## src/rtl/isq_pkg.sv

```systemverilog
package isq_pkg;
  typedef enum logic [1:0] {
    PH_FETCH = 2'd0,
    PH_EXEC  = 2'd1,
    PH_ICHK  = 2'd2
  } phase_t;
endpackage

```

## src/rtl/isq_pend.sv

```systemverilog
// Pending request tracking, arrival-order queue and candidate selection.
module isq_pend #(
  parameter int NLINE = 4,
  parameter int LW    = $clog2(NLINE),
  parameter int CW    = $clog2(NLINE + 1)
) (
  input  logic             clk,
  input  logic             rst,
  input  logic [NLINE-1:0] irq_req,
  input  logic             nest_mode,
  input  logic             act_valid,
  input  logic [LW-1:0]    act_lvl,
  input  logic             accept,
  output logic             cand_ok,
  output logic [LW-1:0]    cand_lvl
);
  logic [NLINE-1:0] pend;
  logic [NLINE-1:0] clr_vec;
  logic [NLINE-1:0] new_req;
  logic [LW-1:0]    q  [NLINE];
  logic [LW-1:0]    qn [NLINE];
  logic [CW-1:0]    cnt, cn;
  logic [LW-1:0]    hi_lvl;
  logic             hi_any;

  // candidate selection: queue head (sequential) or highest pending (nested)
  always_comb begin
    hi_any = 1'b0;
    hi_lvl = '0;
    for (int i = 0; i < NLINE; i++) begin
      if (pend[i]) begin
        hi_any = 1'b1;
        hi_lvl = LW'(i);
      end
    end
    if (nest_mode) begin
      cand_lvl = hi_lvl;
      cand_ok  = hi_any && (!act_valid || (hi_lvl > act_lvl));
    end else begin
      cand_lvl = q[0];
      cand_ok  = (cnt != '0) && !act_valid;
    end
  end

  always_comb begin
    clr_vec = '0;
    if (accept) clr_vec[cand_lvl] = 1'b1;
    new_req = irq_req & ~(pend & ~clr_vec) & {NLINE{!nest_mode}};
  end

  // next queue contents: drop head on accept, then append newcomers
  always_comb begin
    for (int i = 0; i < NLINE; i++) qn[i] = q[i];
    cn = cnt;
    if (accept && !nest_mode && (cnt != '0)) begin
      for (int i = 0; i < NLINE - 1; i++) qn[i] = q[i+1];
      cn = cnt - 1'b1;
    end
    for (int i = NLINE - 1; i >= 0; i--) begin
      if (new_req[i] && (cn < CW'(NLINE))) begin
        qn[cn[LW-1:0]] = LW'(i);
        cn = cn + 1'b1;
      end
    end
  end

  always_ff @(posedge clk) begin
    if (rst) begin
      pend <= '0;
      cnt  <= '0;
      for (int i = 0; i < NLINE; i++) q[i] <= '0;
    end else begin
      pend <= (pend & ~clr_vec) | irq_req;
      cnt  <= cn;
      for (int i = 0; i < NLINE; i++) q[i] <= qn[i];
    end
  end
endmodule

```

## src/rtl/isq_stack.sv

```systemverilog
// Context stack: saved program counter, valid flag and level.
module isq_stack #(
  parameter int DEPTH = 4,
  parameter int DW    = 19,
  parameter int AW_S  = $clog2(DEPTH),
  parameter int CW    = $clog2(DEPTH + 1)
) (
  input  logic          clk,
  input  logic          rst,
  input  logic          push,
  input  logic          pop,
  input  logic [DW-1:0] wdata,
  output logic [DW-1:0] rdata,
  output logic          empty,
  output logic          full
);
  logic [DW-1:0] mem [DEPTH];
  logic [CW-1:0] sp;
  logic [CW-1:0] sp_m1;

  assign sp_m1 = sp - 1'b1;
  assign empty = (sp == '0);
  assign full  = (sp == CW'(DEPTH));
  assign rdata = mem[sp_m1[AW_S-1:0]];

  always_ff @(posedge clk) begin
    if (push && !full) mem[sp[AW_S-1:0]] <= wdata;
  end

  always_ff @(posedge clk) begin
    if (rst) sp <= '0;
    else if (push && !full) sp <= sp + 1'b1;
    else if (pop && !empty) sp <= sp_m1;
  end
endmodule

```

## src/rtl/intr_cycle_seq.sv

```systemverilog
module intr_cycle_seq #(
  parameter int NLINE = 4,
  parameter int AW    = 16,
  parameter int LW    = $clog2(NLINE)
) (
  input  logic                clk,
  input  logic                rst,
  input  logic [NLINE-1:0]    irq_req,
  input  logic                nest_mode,
  input  logic                exec_done,
  input  logic                hdl_ret,
  input  logic [NLINE*AW-1:0] hdl_base,
  output logic [AW-1:0]       pc,
  output logic [1:0]          phase,
  output logic                act_valid,
  output logic [LW-1:0]       act_lvl,
  output logic                ctx_save,
  output logic                ctx_restore,
  output logic                stk_err
);
  import isq_pkg::*;

  localparam int DW = AW + 1 + LW;

  phase_t        ph;
  logic          cand_ok;
  logic [LW-1:0] cand_lvl;
  logic          push, pop, stk_empty, stk_full;
  logic [DW-1:0] stk_wdata, stk_rdata;

  assign phase     = ph;
  assign push      = (ph == PH_ICHK) && cand_ok && !stk_full;
  assign pop       = (ph == PH_EXEC) && exec_done && hdl_ret && !stk_empty;
  assign stk_wdata = {pc, act_valid, act_lvl};

  isq_pend #(.NLINE(NLINE)) u_pend (
    .clk       (clk),
    .rst       (rst),
    .irq_req   (irq_req),
    .nest_mode (nest_mode),
    .act_valid (act_valid),
    .act_lvl   (act_lvl),
    .accept    (push),
    .cand_ok   (cand_ok),
    .cand_lvl  (cand_lvl)
  );

  isq_stack #(.DEPTH(NLINE), .DW(DW)) u_stack (
    .clk   (clk),
    .rst   (rst),
    .push  (push),
    .pop   (pop),
    .wdata (stk_wdata),
    .rdata (stk_rdata),
    .empty (stk_empty),
    .full  (stk_full)
  );

  always_ff @(posedge clk) begin
    if (rst) begin
      ph          <= PH_FETCH;
      pc          <= '0;
      act_valid   <= 1'b0;
      act_lvl     <= '0;
      ctx_save    <= 1'b0;
      ctx_restore <= 1'b0;
      stk_err     <= 1'b0;
    end else begin
      ctx_save    <= 1'b0;
      ctx_restore <= 1'b0;
      stk_err     <= 1'b0;
      case (ph)
        PH_FETCH: begin
          pc <= pc + 1'b1;
          ph <= PH_EXEC;
        end
        PH_EXEC: begin
          if (exec_done) begin
            ph <= PH_ICHK;
            if (pop) begin
              {pc, act_valid, act_lvl} <= stk_rdata;
              ctx_restore              <= 1'b1;
            end
          end
        end
        PH_ICHK: begin
          ph <= PH_FETCH;
          if (cand_ok) begin
            if (stk_full) begin
              stk_err <= 1'b1;
            end else begin
              pc        <= hdl_base[cand_lvl*AW +: AW];
              act_valid <= 1'b1;
              act_lvl   <= cand_lvl;
              ctx_save  <= 1'b1;
            end
          end
        end
        default: ph <= PH_FETCH;
      endcase
    end
  end
endmodule

```

## config.mk

```make
export PLATFORM = sky130hd
export DESIGN_NAME = intr_cycle_seq
export DESIGN_NICKNAME = d
export VERILOG_FILES = /design/src/rtl/isq_pkg.sv /design/src/rtl/isq_pend.sv /design/src/rtl/isq_stack.sv /design/src/rtl/intr_cycle_seq.sv
export SDC_FILE = /design/constraint.sdc
export NUM_CORES = 1
export LEC_CHECK = 0
export BUFFER_PORTS_ARGS = -buffer_cell sky130_fd_sc_hd__buf_4
export CAP_MARGIN = 20
export CORE_MARGIN = 3
export CORE_UTILIZATION = 55
export DETAILED_ROUTE_END_ITERATION = 7
export PLACE_DENSITY_LB_ADDON = 0.05
export SLEW_MARGIN = 20
export SYNTH_ARGS = -nofsm -noshare
export SYNTH_HDL_FRONTEND = slang
export SYNTH_SLANG_ARGS = --single-unit
export TNS_END_PERCENT = 1
```

## constraint.sdc

```tcl
create_clock -name clk -period 5.79 [get_ports clk]
set_input_delay 1.158 -clock clk [delete_from_list [all_inputs] [get_ports clk]]
set_output_delay 1.158 -clock clk [all_outputs]
set_load 0.01 [all_outputs]
```

# After elaboration in Yosys (flattened, before gate mapping)
# Memory sizes are Yosys's and may differ from the RTL's.
# Index checks and enable logic that the tools add are counted.
# word_totals
reg_bits	34
output_inout_bits	24
n_memories	2
word_cells	166
ram_bits	84
# mem_list
name	words	word_bits	read_ports	rd_ports_with_merged_regs	write_ports	line_no	text
u_stack.mem	4	19	1	0	1	isq_stack.sv:17	logic [DW-1:0] mem [DEPTH];
u_pend.q	4	2	4	0	4	isq_pend.sv:20	logic [LW-1:0] q [NLINE];
# op_classes
reduce_logical	35
n_shift	1
n_mux	61
eq_ne	7
magnitude_cmp	15
add_sub_neg	8
bitwise_logic	27
# op_table
cell	n
$mux W16	4
$shiftx A64 B7 Y16	1
$pmux W16 S3	1
$mux W2	16
$mux W8	4
$mux W3	7
$and A4 B4 Y4	5
$logic_and A1 B1 Y1	20
$mux W1	19
$add A16 B1 Y16 const B	1
$demux W2 S2	4
$not A4 Y4	4
$add A3 B1 Y3 const B	5
$ge A3 B3 Y1 const B	4
$lt A3 B1 Y1 const B	4
$lt A3 B3 Y1 const B	4
$not A2 Y3	4
$or A4 B4 Y4	3
$reduce_and A5 Y1	2
$and A8 B8 Y8	1
$not A8 Y8	1
$or A8 B8 Y8	1
$pmux W2 S2	2
$mux W6	1
21 further kinds	36

# Logic depth before layout (Yosys ltp)
# Gate-level depths: netlist of run 1.
# logic_depth
depth_word	32
depth_mapped	22
depth_no_buf	20

# Modules after synthesis
# Synthesis of run 1 repeated with hierarchy kept, for this count alone.
# hier_totals
hier_cells	545
area_unflattened_um2	6387.4
# by_module_without_submodules
module	cells_each	area_per_inst_um2	n_inst
isq_stack	132	3030.4	1
intr_cycle_seq	241	1939.4	1
isq_pend	172	1417.6	1

# Worst setup path before layout of run 1
# No wires, ideal clock.
# synth_path
path_type	register to register
start	register u_stack.sp[0]
end	register u_pend.cnt[1]
setup_ns	0.122
required_ns	5.668
stages_incl_launch_ff	19
period_less_slack_ns	4.708
path_buffers	3
arrival_ns	4.586
setup_slack_ns	1.082
path_cell_list	dfxtp_1 > buf_1 > inv_1 > ha_1 > a21boi_1 > nand2_1 > buf_1 > a21oi_1 > inv_1 > ha_1 > o21ai_2 > nor4b_4 > mux2i_1 > ha_1 > and3_1 > nor4b_2 > clkbuf_1 > nor4b_1 > a221o_1
# synth_via
elab_chain_cells	20
word_cells_on_any_way	28
cone_classes	4 x add/sub; 4 x order compare; 1 x eq/ne; 6 x mux; 5 x bitwise; 8 x reduce/logical
# synth_rtl
element	line_no	text
start: declaration	isq_stack.sv:18	logic [CW-1:0] sp;
start signal: assignment	isq_stack.sv:32	else if (push && !full) sp <= sp + 1'b1;
start signal: assignment	isq_stack.sv:33	else if (pop && !empty) sp <= sp_m1;
$eq A3 B3 Y1 *	isq_stack.sv:23	assign full = (sp == CW'(DEPTH));
$logic_not A1 Y1 *	intr_cycle_seq.sv:32	assign push = (ph == PH_ICHK) && cand_ok && !stk_full;
$logic_and A1 B1 Y1 *	intr_cycle_seq.sv:32	
branches (longest 16 deep; another with $lt A3 B3 Y1)	-	
$mux W3 *	isq_pend.sv:60	if (new_req[i] && (cn < CW'(NLINE))) begin
end signal: assignment	isq_pend.sv:74	cnt <= cn;
end: declaration	isq_pend.sv:22	logic [CW-1:0] cnt, cn;
# Mark *: on every way between the ends.
# A chain may end at the register's enable or synchronous reset.

# Worst setup path in the final report of run 1
# layout_path
start	input nest_mode
end	register u_pend.cnt[1]
# layout_via
elab_chain_cells	22
word_cells_on_any_way	35
cone_classes	4 x add/sub; 6 x order compare; 10 x mux; 5 x bitwise; 10 x reduce/logical
# layout_rtl
element	line_no	text
start: declaration	intr_cycle_seq.sv:9	input logic nest_mode,
$mux W2	isq_pend.sv:36	if (nest_mode) begin
$lt A2 B3 Y1 (not written as such) or $ge A2 B1 Y1 (tied branches)	isq_pend.sv:47	if (accept) clr_vec[cand_lvl] = 1'b1;
$logic_and A1 B1 Y1 (not written as such)	isq_pend.sv:47	
$mux W1 (not written as such)	isq_pend.sv:47	
$demux W1 S2	-	
$mux W4	isq_pend.sv:47	
$not A4 Y4	isq_pend.sv:48	new_req = irq_req & ~(pend & ~clr_vec) & {NLINE{!nest_mode}};
$and A4 B4 Y4	isq_pend.sv:48	
[6 not listed]	-	
$logic_and A1 B1 Y1	isq_pend.sv:60	
$mux W3	isq_pend.sv:60	
$lt A3 B3 Y1	isq_pend.sv:60	
$logic_and A1 B1 Y1	isq_pend.sv:60	
$mux W3	isq_pend.sv:60	
$lt A3 B3 Y1	isq_pend.sv:60	
$logic_and A1 B1 Y1	isq_pend.sv:60	
$mux W3 *	isq_pend.sv:60	
# Mark *: on every way between the ends. The rest lies on a longest branch, timed or not.

==> out/results.ini, run 1 <==
[global_route]
grtUsageMet3_pct=4.866
grt_util_met2_pct=40.36
antenna_found_initial=0
grt_pass1_wl_um=24350
grt_use_met1_pct=31.86
grt_overflow=0
busiest_layer=met2
grt_pass1_vias=4773
grt_max_degree=44
gr-usage-all-layers_pct=24.48

[setup_path]
arrival_ps=5110
worstPathMaxFanout=12
cp-end-kind=flip-flop
setup.worst_path.start_class=input port
slowest_delay_ps=550
cpMostUsedCell=ha_1
worstSetupPathType=in2reg
cp_top_family=simple AND/OR/NAND/NOR gates
crit_chain=buf_4 > nor3_1 > nand2_1 > xnor2_1 > inv_1 > ha_1 > o21ai_2 > nor4b_4 > mux2i_1 > inv_1 > ha_1 > nand2_1 > o21ai_1 > ha_1 > nor2_1 > a221o_1
required_ps=6090
cpMaxStageDelayCell=xnor2_1
cp_num_buf_inv=3

[die]
ios=97
core-area_sq_um=10980
fp.dieW_um=112.8
fp.dieH_um=112.8
std_cell_rows=38
start_util_pct=57.14
die_area_sq_um=12730

[clock_tree]
numCtsBuffers=17
clock_path_buffers=2
post_cts_resized=0
cts_tree=done
clkTransAtPathRegs_ps=60
clock-root-buffer=clkbuf_16
clock_latency_ps=420
hold_buffers=0
clock_sinks=118
post_cts_buffers=0
cts-htree-levels=4

[timing]
slew_headroom_pct=29.67
finalSetupTns_ps=0
max_slew.worst_pin.slew_ps=1055
finalHoldViolCount=0
timing.fmax_mhz=208.1
setup_violations=0
clock-skew-final_ps=7.818
rsz0062_at_grt=no
layout_min_cycle_time_ps=4805
final-max-slew-violation-count=0
holdWs_ps=509.5
post-route-period-util_pct=82.98

[routing]
drc=0
antenna_left=0
detail_route.wl_per_cell_um=19.10
dr.pass1.iters=5
vias=4682
vias_per_cell=5.919
wl_um=15110
drt_iter0_markers=362

[power_and_ir_drop]
p_per_area_nw_per_um2=387.1
p_leak_nw=3.168
ir_drop_uv=273.2

[synth]
ys_top_cells_by_count=edfxtp_1, nor2_1, nand2_1
synth_edf_count=76
synthDistinctLibCells=53
ys_top_cells_by_area=edfxtp_1, dfxtp_1, mux4_2, mux2i_1, ha_1
yosysSeqAreaShare_pct=49.76
synth_area_per_cell_sq_um=11.49
yosys.area.top_type=edfxtp_1
syn_inst=546
synthFlopType=edfxtp_1
synth.most_common_cell=edfxtp_1
yosys_warnings=0
ys_seq_elements=118
netlist_area_sq_um=6276
async_flop_share_pct=0
syn-num-nets=650
synth.top_cell.area_share_pct=36.36

[placed_design]
dpl.hpwl_um=9773
gp_congestion=0.8628
port_buffers=96

[finish]
antenna_cells=0
layout.nets=742
drive_gt1_share_pct=27.80
syn2layout_area_growth_pct=23.23
num-fill-cells=801

[run_status]
status=finished, final reports clean

[run]
maxCapViolCount=0

[worst_hold_path]
hp-class=reg2reg

[sequential cells by signal (all words and copies together), names as in the netlist]
name / count
u_stack.mem: 76
pc: 16
u_pend.q: 8
u_pend.pend: 4
u_pend.cnt: 3
u_stack.sp: 3
act_lvl: 2
phase: 2
act_valid: 1
ctx_restore: 1
ctx_save: 1
stk_err: 1
[cells in the final DEF, fill, tap and decap left out, drive strengths merged, types with 4 or more instances in the layout]
cell and instances:
a21o 6, a221oi 4, nor4b 4, nand2 43
a221o 5, o21ai 27, a22oi 13, a21oi 28
mux4 19, nand3 12, a31oi 5, ha 31
a32o 4, and2 5, o211ai 7, dfxtp 42
inv 28, mux2 10, nor3 10, clkbuf 17
buf 104, clkinv 7, nor2 47, mux2i 42
edfxtp 76, a211oi 15
[per-layer routing]
layer / wire length (um) / part of all wire (%) / vias to the layer above
met5: 0 / 0 / -
met1: 6425 / 43 / 2285
met4: 385 / 2.5 / 0
li1: - / - / 2236
met3: 752 / 5.0 / 25
met2: 7546 / 50 / 136
[worst register-to-register path: cells and delay by family, from the launching register on]
family	cells	cell delay [ps]
AND/OR/NAND/NOR	4	950
XOR/XNOR	1	550
adder cells (fa/ha/maj)	4	1120
AO/OA/AOI/OAI	4	720
multiplexers	1	520
buffers and inverters	3	380
flip-flops	1	370
[stage by stage]
| step | setup slack [ps] | area (sq um) | cells | util (%) | power, mW |
|---|---|---|---|---|---|
| after global routing | 586.5 | 7734 | 791 | 70.41 | 3.152 |
| after detailed placement | 575.6 | 7124 | 759 | 64.87 | 1.932 |
| after floorplan | 1082 | 6276 | 546 | - | 1.659 |
| after CTS | 995.8 | 7730 | 791 | 70.38 | 3.003 |
| final | 985.2 | 7734 | 791 | 70.41 | 2.994 |
| after global placement | 797.2 | 7124 | 759 | 64.87 | 1.897 |
[area by class of cell]
cell class,count,area (sq um),area share [%]
Multi-Input combinational cell,371,2952,38.17
Inverter,26,97.59,1.262
Tap cell,140,175.2,2.265
Sequential cell,118,3123,40.38
Clock buffer,17,425.4,5.501
Clock inverter,15,180.2,2.330
Timing Repair Buffer,104,780.7,10.10
[where the power goes]
part	internal [mW]	switching, mW	total (mW)
Clock	0.678	0.391	1.07
Combinational	0.378	0.470	0.848
Sequential	0.987	0.0903	1.08
[worst paths after layout]
path | start | to | slack, ps | cells past startpoint
setup / recovery | nest_mode | u_pend.cnt[1]$_SDFF_PP0_ | 990 | 16
hold / removal | u_stack.sp[1]$_SDFFE_PP0P_ | u_stack.sp[1]$_SDFFE_PP0P_ | 510 | 2
setup reg to reg | u_stack.sp[1]$_SDFFE_PP0P_ | u_pend.cnt[1]$_SDFF_PP0_ | 1080 | 17
hold reg to reg | u_stack.sp[1]$_SDFFE_PP0P_ | u_stack.sp[1]$_SDFFE_PP0P_ | 510 | 2
[logic make-up after synthesis]
kind of cell	after synthesis	synth area share, %
and+or+nand+nor	136	10.19
AOI/OAI and AO/OA	126	13.56
DFF	118	49.76
muxes	71	15.37
buffers and inverters	57	3.509
adders and majority gates	31	6.180
xor gates and xnor gates	7	1.436
Note: power is estimated with default switching activity, not from simulation.
==> inputs of run 2 (changes only) <==
Clock period 5.79 ns to 4.7 ns, I/O delays scaled along.
==> run 2 against run 1 <==
Cell area increased by 0.47%. Sequential share of layout area decreased by 0.19 points. Utilization up 0.33 points. Die area is the same. Global-route usage grew 0.21 points. Non-clock buffer count up 6. Critical endpoint unchanged.
==> out/results.ini, run 2 (synthesized netlist as in run 1, its figures left out) <==
[finish]
syn2layout_area_growth_pct=23.80
layout_common_cells=buf_4, edfxtp_1, nor2_1
fin_util_pct=70.75
seqCellArea_sq_um=3123
antenna_cells=0
drive_gt1_share_pct=27.85
largest_reg_flops=76
layout.nets=748
multi_input_area_sq_um=2955
num-fill-cells=771
fin_cells=797
layout_commonest_cell=buf_4

[setup_path]
ff2ff_setup_slack_ps=370
worstSetupEndpoint=u_pend.cnt[1]$_SDFF_PP0_
r2r_cells=18
r2r_end=u_pend.cnt[1]$_SDFF_PP0_
crit_chain=nor2_1 > inv_1 > ha_1 > nor2b_1 > o211ai_1 > a211oi_1 > o21ba_1 > nand2_1 > o21ai_1 > ha_1 > mux2i_1 > inv_1 > ha_1 > nand2_1 > o21ai_1 > ha_1 > nor2_1 > a221o_1
cp_num_cells=18
required_ps=5000
slowest_delay_ps=460
cp_top_family=compound AO/OA/AOI/OAI gates
setup.worst_path.start_class=flip-flop
worstReg2RegStart=u_pend.pend[3]$_SDFF_PP0_
cp-end-kind=flip-flop
worstPathMaxFanout=7
arrival_ps=4630
cpMostUsedCell=ha_1
cp-startpoint=u_pend.pend[3]$_SDFF_PP0_
cp_num_buf_inv=2
worstSetupPathType=reg2reg
cpMaxStageDelayCell=a211oi_1

[run]
maxCapViolCount=0

[die]
core-area_sq_um=10980
ios=97
start_util_pct=57.14
fp.dieW_um=112.8
fp.dieH_um=112.8
std_cell_rows=38
die_area_sq_um=12730

[worst_hold_path]
whs_path_depth=2
hp-class=reg2reg

[clock_tree]
clock_sinks=118
clock_latency_ps=410
numCtsBuffers=17
clock_path_buffers=2
clock-root-buffer=clkbuf_16
clkTransAtPathRegs_ps=60
hold_buffers=0
post_cts_resized=0
cts-htree-levels=4
post_cts_buffers=0
cts_tree=done

[routing]
vias_per_cell=5.928
drt_iter0_markers=282
detail_route.wl_per_cell_um=19.19
drc=0
dr.pass1.iters=4
wl_um=15300
vias=4725
antenna_left=0

[global_route]
grt_max_degree=44
antenna_found_initial=0
gr-usage-all-layers_pct=24.69
grt_overflow=0
grt_pass1_vias=4873
grt_pass1_wl_um=24540

[timing]
timing.fmax_mhz=231.0
finalHoldViolCount=0
clock-skew-final_ps=7.082
holdWs_ps=519.3
layout_min_cycle_time_ps=4329
setup_violations=0
max_slew.worst_pin.slew_ps=1061
post-route-period-util_pct=92.11
rsz0062_at_grt=no
slew_headroom_pct=29.25
final-max-slew-violation-count=0
finalSetupTns_ps=0

[placed_design]
port_buffers=96
dpl.cell_count=765
gp_congestion=0.8699
dpl.hpwl_um=10140

[power_and_ir_drop]
p_per_area_nw_per_um2=473.3
ir_drop_uv=312.3
finalPower_mw=3.678
p_leak_nw=3.185

[run_status]
status=finished, final reports clean

-- run 2: worst min-delay path by stage --
stage / startpoint / end / slack, ps
floorplan: u_pend.q[3][1]$_SDFF_PP0_ / u_pend.q[3][1]$_SDFF_PP0_ / 470
global placement: u_stack.sp[1]$_SDFFE_PP0P_ / u_stack.sp[1]$_SDFFE_PP0P_ / 500
detailed placement: u_stack.sp[1]$_SDFFE_PP0P_ / u_stack.sp[1]$_SDFFE_PP0P_ / 500
CTS: u_stack.sp[1]$_SDFFE_PP0P_ / u_stack.sp[1]$_SDFFE_PP0P_ / 510
global route: u_stack.sp[1]$_SDFFE_PP0P_ / u_stack.sp[1]$_SDFFE_PP0P_ / 560
finish: u_stack.sp[1]$_SDFFE_PP0P_ / u_stack.sp[1]$_SDFFE_PP0P_ / 520
-- run 2: through the flow --
| step | setup slack (ps) | instance area (sq um) |
|---|---|---|
| 2_1_floorplan | 232.8 | 6277 |
| 3_3_place_gp | 382.8 | 7169 |
| 3_5_place_dp | 167.5 | 7169 |
| 4_1_cts | 348.6 | 7762 |
| 5_1_grt | 46.83 | 7770 |
| 6_report | 371.0 | 7770 |
-- run 2: final cells by class --
type                       count  share of cell area, %
multi-input combinational    371                  38.04
clock buffer                  21                  5.668
sequential                   118                  40.19
timing repair buffer         110                  10.63
tap                          140                  2.254
clock inverter                11                  1.965
inverter                      26                  1.256
-- run 2: tightest hold or removal path, stage by stage, from the launching register on --
cell and delay [ps]:
dfxtp_1 340, nand3_1 70, a21oi_1 60
-- run 2: routing by layer --
| metal | vias up | track usage [%] | wire (um) |
|---|---|---|---|
| li1 | 2243 | - | - |
| met1 | 2297 | 30.54 | 6361 |
| met2 | 158 | 42.38 | 7782 |
| met3 | 27 | 5.829 | 852 |
| met4 | 0 | 8.894 | 298 |
| met5 | - | 0 | 0 |
-- run 2: power by group --
part | total [mW] | internal [mW] | leakage (nW) | switching, mW
Combinational | 1.05 | 0.475 | 1.86 | 0.577
Sequential | 1.33 | 1.22 | 1.04 | 0.113
Clock | 1.30 | 0.834 | 0.277 | 0.461
